`src/rtl/drdy_pkg.sv`:
```
package drdy_pkg;
    localparam int CNT_W = 4;

    typedef struct packed {
        logic             unread;
        logic             newer;
        logic             run;
        logic             stop_pend;
        logic             cs_q;
        logic             load;
        logic [CNT_W-1:0] cnt;
    } ctl_t;
endpackage

```
`src/rtl/drdy_pulse.sv`:
```
module drdy_pulse #(
    parameter int PULSE_CYC = 4
) (
    input  logic clk,
    input  logic rst_n,
    input  logic fire,
    output logic active
);
    localparam int TW = $clog2(PULSE_CYC + 1);

    logic [TW-1:0] tmr_d, tmr_q;

    always_comb begin
        tmr_d = tmr_q;
        if (fire)
            tmr_d = TW'(PULSE_CYC);
        else if (tmr_q != '0)
            tmr_d = tmr_q - 1'b1;
    end

    always_ff @(posedge clk or negedge rst_n) begin
        if (!rst_n) tmr_q <= '0;
        else        tmr_q <= tmr_d;
    end

    assign active = (tmr_q != '0);

    p_pulse_start_r3: assert property (@(posedge clk) disable iff (!rst_n)
        fire |=> active);
    p_pulse_bound_r3: assert property (@(posedge clk) disable iff (!rst_n)
        tmr_q <= TW'(PULSE_CYC));
endmodule

```
`src/rtl/frame_edge_cnt.sv`:
```
module frame_edge_cnt #(
    parameter int CLR_EDGE = 8
) (
    input  logic clk,
    input  logic rst_n,
    input  logic cs_n,
    input  logic frame_start,
    input  logic sclk_fall,
    output logic hit
);
    localparam int CW = $clog2(CLR_EDGE + 1);

    logic [CW-1:0] cnt_d, cnt_q;
    logic [CW-1:0] eff;

    always_comb begin
        eff   = frame_start ? '0 : cnt_q;
        cnt_d = eff;
        if (!cs_n && sclk_fall && eff < CW'(CLR_EDGE))
            cnt_d = eff + 1'b1;
    end

    always_ff @(posedge clk or negedge rst_n) begin
        if (!rst_n) cnt_q <= '0;
        else        cnt_q <= cnt_d;
    end

    assign hit = !cs_n && sclk_fall && (eff == CW'(CLR_EDGE - 1));

    p_edge_sat_r4: assert property (@(posedge clk) disable iff (!rst_n)
        cnt_q <= CW'(CLR_EDGE));
endmodule

```
`src/rtl/drdy_ctrl.sv`:
```
module drdy_ctrl
    import drdy_pkg::*;
#(
    parameter int DATA_W    = 24,
    parameter int PULSE_CYC = 4,
    parameter int CLR_EDGE  = 8
) (
    input  logic              clk,
    input  logic              rst_n,
    input  logic              conv_done,
    input  logic [DATA_W-1:0] conv_data,
    input  logic              cs_n,
    input  logic              sclk_fall,
    input  logic              rd_frame,
    input  logic              stop_req,
    output logic              drdy_n,
    output logic              conv_enable,
    output logic              sdo_load,
    output logic [DATA_W-1:0] sdo_word,
    output logic [CNT_W-1:0]  sdo_count,
    output logic [CNT_W-1:0]  conv_count
);
    ctl_t              ctl_d, ctl_q;
    logic [DATA_W-1:0] lat_word_d, lat_word_q, sdo_word_d, sdo_word_q;
    logic [CNT_W-1:0]  lat_cnt_d, lat_cnt_q, sdo_cnt_d, sdo_cnt_q;

    logic accept, start, fin, edge_hit, clr, pulse_on;

    assign accept = conv_done && ctl_q.run;
    assign start  = ctl_q.cs_q && !cs_n;
    assign fin    = !ctl_q.cs_q && cs_n;

    frame_edge_cnt #(.CLR_EDGE(CLR_EDGE)) u_edges (
        .clk         (clk),
        .rst_n       (rst_n),
        .cs_n        (cs_n),
        .frame_start (start),
        .sclk_fall   (sclk_fall),
        .hit         (edge_hit)
    );

    drdy_pulse #(.PULSE_CYC(PULSE_CYC)) u_pulse (
        .clk    (clk),
        .rst_n  (rst_n),
        .fire   (accept && ctl_q.unread),
        .active (pulse_on)
    );

    // a read only consumes the result if nothing newer arrived since its load
    assign clr = edge_hit && rd_frame && !ctl_q.newer && !accept;

    always_comb begin
        ctl_d      = ctl_q;
        lat_word_d = lat_word_q;
        lat_cnt_d  = lat_cnt_q;
        sdo_word_d = sdo_word_q;
        sdo_cnt_d  = sdo_cnt_q;

        ctl_d.cs_q   = cs_n;
        ctl_d.load   = start;
        ctl_d.unread = accept || (ctl_q.unread && !clr);
        ctl_d.newer  = (accept && !cs_n) || (ctl_q.newer && !start);

        if (accept) begin
            ctl_d.cnt  = ctl_q.cnt + 1'b1;
            lat_word_d = conv_data;
            lat_cnt_d  = ctl_q.cnt + 1'b1;
        end

        if (start) begin
            sdo_word_d = lat_word_q;
            sdo_cnt_d  = lat_cnt_q;
        end

        if (stop_req && !cs_n)
            ctl_d.stop_pend = 1'b1;
        if (fin) begin
            ctl_d.stop_pend = 1'b0;
            if (ctl_q.stop_pend || (stop_req && !cs_n))
                ctl_d.run = 1'b0;
        end
    end

    always_ff @(posedge clk or negedge rst_n) begin
        if (!rst_n) begin
            ctl_q      <= '{unread: 1'b0, newer: 1'b0, run: 1'b1, stop_pend: 1'b0,
                            cs_q: 1'b1, load: 1'b0, cnt: '0};
            lat_word_q <= '0;
            lat_cnt_q  <= '0;
            sdo_word_q <= '0;
            sdo_cnt_q  <= '0;
        end else begin
            ctl_q      <= ctl_d;
            lat_word_q <= lat_word_d;
            lat_cnt_q  <= lat_cnt_d;
            sdo_word_q <= sdo_word_d;
            sdo_cnt_q  <= sdo_cnt_d;
        end
    end

    assign drdy_n      = !ctl_q.unread || pulse_on;
    assign conv_enable = ctl_q.run;
    assign sdo_load    = ctl_q.load;
    assign sdo_word    = sdo_word_q;
    assign sdo_count   = sdo_cnt_q;
    assign conv_count  = ctl_q.cnt;

    p_fresh_low_r2: assert property (@(posedge clk) disable iff (!rst_n)
        (accept && !ctl_q.unread) |=> !drdy_n);
    p_load_after_fall_r6: assert property (@(posedge clk) disable iff (!rst_n)
        sdo_load |-> ($past(!cs_n) && !$past(sdo_load)));
    p_word_hold_r7: assert property (@(posedge clk) disable iff (!rst_n)
        !sdo_load |-> $stable(sdo_word));
    p_count_step_r9: assert property (@(posedge clk) disable iff (!rst_n)
        accept |=> conv_count == $past(conv_count) + 4'd1);
    p_stop_sticky_r11: assert property (@(posedge clk) disable iff (!rst_n)
        !conv_enable |=> !conv_enable);
    p_stop_ignore_r11: assert property (@(posedge clk) disable iff (!rst_n)
        (!conv_enable && conv_done) |=> $stable(conv_count));
endmodule

```
`config.mk`:
```
export PLATFORM = sky130hd
export DESIGN_NAME = drdy_ctrl
export DESIGN_NICKNAME = d
export VERILOG_FILES = /design/src/rtl/drdy_pkg.sv /design/src/rtl/drdy_pulse.sv /design/src/rtl/frame_edge_cnt.sv /design/src/rtl/drdy_ctrl.sv
export SDC_FILE = /design/constraint.sdc
export NUM_CORES = 1
export LEC_CHECK = 0
export BUFFER_PORTS_ARGS = -buffer_cell sky130_fd_sc_hd__buf_4
export CAP_MARGIN = 20
export CORE_UTILIZATION = 40
export DETAILED_ROUTE_END_ITERATION = 16
export PLACE_DENSITY = 0.62
export REMOVE_ABC_BUFFERS = 1
export SYNTH_ARGS = -nofsm -noshare
export SYNTH_HDL_FRONTEND = slang
export SYNTH_SLANG_ARGS = --single-unit
```
`constraint.sdc`:
```
create_clock -name clk -period 2.01 [get_ports clk]
set_input_delay 0.3015 -clock clk [delete_from_list [all_inputs] [get_ports clk]]
set_output_delay 0.3015 -clock clk [all_outputs]
set_load 0.1 [all_outputs]
```
==> results.cfg <==
[worst_setup_path]
crit_required_ns = 1.71
max_stage_delay_ns = 0.37
crit_chain = inv_1, ha_1, nand3_1, buf_4
slowest_stage = dfrtp_1
rr_worst_depth = 4
worstPathArrival_ns = 1.38
regToRegEndpoint = lat_word_q[12]
reg2reg_from = conv_enable
crit_fanout = 3
cp-start-kind = flop
critical_path.n_buffers_inverters = 2
crit_type = flop to output port
crit_cells = 4
cp-end-kind = output port
r2r_setup_slack_ns = 0.56
cp_top_family = flip-flops

[synthesis]
yosys.area.top_type_share_pct = 58.67
synth_edf_count = 0
ys_ff_latch = 69
netlist_instances = 236
yosysSeqAreaShare_pct = 60.51
netlist_top_cells_area = dfrtp_1 (59%), mux2_4 (13%), nand2_1 (11%)
netlist_area_mm2 = 0.002858
synth.most_common_cell = nand2_1
synth_common_cells = nand2_1 (80), dfrtp_1 (67), mux2_4 (24)
postSynthAreaPerCell_um2 = 12.11
synth-main-ff-cell = dfrtp_1
yosys.area.top_type = dfrtp_1
synthArstFlopShare_pct = 100.0
ys_types = 31
yosysWarningCount = 0

[route]
routed_wirelength_mm = 5.286
via_count = 1832
drtIter0Drc = 68
first_pass_iters = 4
wl_per_cell_um = 13.02
ant_nets = 0
drc = 0
avgViaCountPerCell = 4.512

[floorplan]
dieArea_mm2 = 0.007487
start_util_pct = 41.83
rows = 30
die_height_um = 86.53
core-area_mm2 = 0.006832
die_x_um = 86.53
io_pins = 66

[sta]
fin_skew_ns = 0.008134
setup_violations = 0
period_needed_ns = 1.680
drv_slew = 0
hold_violations = 0
tightest_slew_ns = 0.4917
max_freq_mhz = 595.3
rsz0062_at_grt = false
max-slew-margin-rel_pct = 67.14
fin_crit_sh_pct = 83.58

[final_layout]
nets = 340
fill_cells = 626
area_growth_pct = 25.88
num_antenna_cells = 0
layout.cells.non_filler = 406
drive_gt1_share_pct = 37.10
stdcell_area_mm2 = 0.003597

[clock_network]
cts_root_buffer = clkbuf_8
clockBufferDepth = 2
clk_pin_slew_ns = 0.07
cts_sinks = 69
cts_tree = built
clk_latency_ns = 0.34
post_cts_buffers = 0
numCtsBuffers = 9
htreeDepth = 3

[worst_hold_path]
hold_depth = 1
min_path_type = primary input to flop
holdPathEnd = ctl_q[5]
holdCritStartpoint = cs_n

[global_routing]
grt_max_degree = 45
grt_first_pass_wirelength_mm = 8.990
grt_pass1_vias = 1833
antenna_found_initial = 0
grt.total_usage_pct = 16.13
grt-ovfl-total = 0

[place]
place_area_mm2 = 0.003416
hpwlAfterDp_mm = 3.594
portBuffers = 65
place_inst = 389
globalplace.congestion = 0.7689

[flow_run]
drv_cap = 0

[status]
status = completed
==> area by class of cell <==
class | instances | area [um2] | share of cell area (%)
clock buffer | 15 | 166.4 | 4.626
sequential | 69 | 1729 | 48.07
inverter | 6 | 22.52 | 0.6261
multi-input combinational | 147 | 998.5 | 27.76
timing repair buffer | 72 | 555.5 | 15.44
clock inverter | 1 | 5.005 | 0.1391
tap | 96 | 120.1 | 3.339
==> metrics by stage <==
step / setup slack, ns / utilization [%] / setup TNS [ns] / hold WS [ns]
6_report: 0.3300 / 52.66 / 0 / 0.1078
4_1_cts: 0.3047 / 52.66 / 0 / 0.09328
3_3_place_gp: 0.5744 / 50.00 / 0 / 0.2336
2_1_floorplan: -0.08018 / - / -0.08018 / 0.005909
3_5_place_dp: 0.5586 / 50.00 / 0 / 0.2335
5_1_grt: 0.2016 / 52.66 / 0 / 0.09300
==> cell usage in the layout (no fill, tap or decap), types with 3 or more instances in the layout <==
cell type   n
clkbuf_1    4
buf_4      70
mux2_2      4
inv_1       6
o21ai_0     4
nand2b_1    3
clkbuf_8   11
and2_1      3
ha_1        4
nor2_1      5
mux2_4     24
dfrtp_1    67
xnor2_1     5
nand2_1    80
==> registers in the layout, indices dropped and copies added (netlist names) <==
| signal | cells |
|---|---|
| conv_enable | 1 |
| sdo_load | 1 |
| sdo_count | 4 |
| sdo_word | 24 |
| ctl_q | 4 |
| u_edges.cnt_q | 4 |
| lat_word_q | 24 |
| lat_cnt_q | 4 |
| u_pulse.tmr_q | 3 |
==> how the worst max path moves through the flow <==
| stage | from | end | slack [ns] |
|---|---|---|---|
| after global placement | conv_enable | lat_word_q[11] | 0.57 |
| after global routing | u_pulse.tmr_q[0] | drdy_n | 0.20 |
| after detailed placement | conv_enable | lat_word_q[12] | 0.56 |
| after CTS | u_pulse.tmr_q[0] | drdy_n | 0.30 |
| after floorplan | conv_enable | lat_cnt_q[3] | -0.08 |
| final | u_pulse.tmr_q[0] | drdy_n | 0.33 |
==> kinds of logic (layout without fill, tap and decap cells) <==
family	count (synthesis)	count (layout)	share of synthesized area (%)
buf+inv	20	94	4.553
compound gates	13	13	3.415
fa+ha+maj	4	4	1.751
xor+xnor	5	5	1.532
simple gates	97	97	14.05
mux	28	28	14.19
flops	69	69	60.51
==> layer usage <==
metal  wire length, um  global-route usage (%)  vias to the layer above  share of wire (%)
li1                  -                       -                      901                  -
met2              2315                   22.58                       51                 44
met5                 0                       0                        -                  0
met1              2583                   22.76                      873                 49
met3               309                   4.381                        7                5.8
met4                78                   8.636                        0                1.5
==> worst register-to-register path, stage by stage, from the launching register on <==
cell	delay [ns]
dfstp_2	0.56
nand2_1	0.30
buf_4	0.33
nand2_1	0.09
nand2_1	0.06
==> timing repair <==
| item | in CTS | in global routing |
|---|---|---|
| hold buffers | 1 | 0 |
| hold endpoints to repair | 25 | 0 |
| gates resized for setup | 0 | 0 |
Power is not shown: default switching activity piles up to over one toggle a cycle in this logic, so the estimate is an artifact.
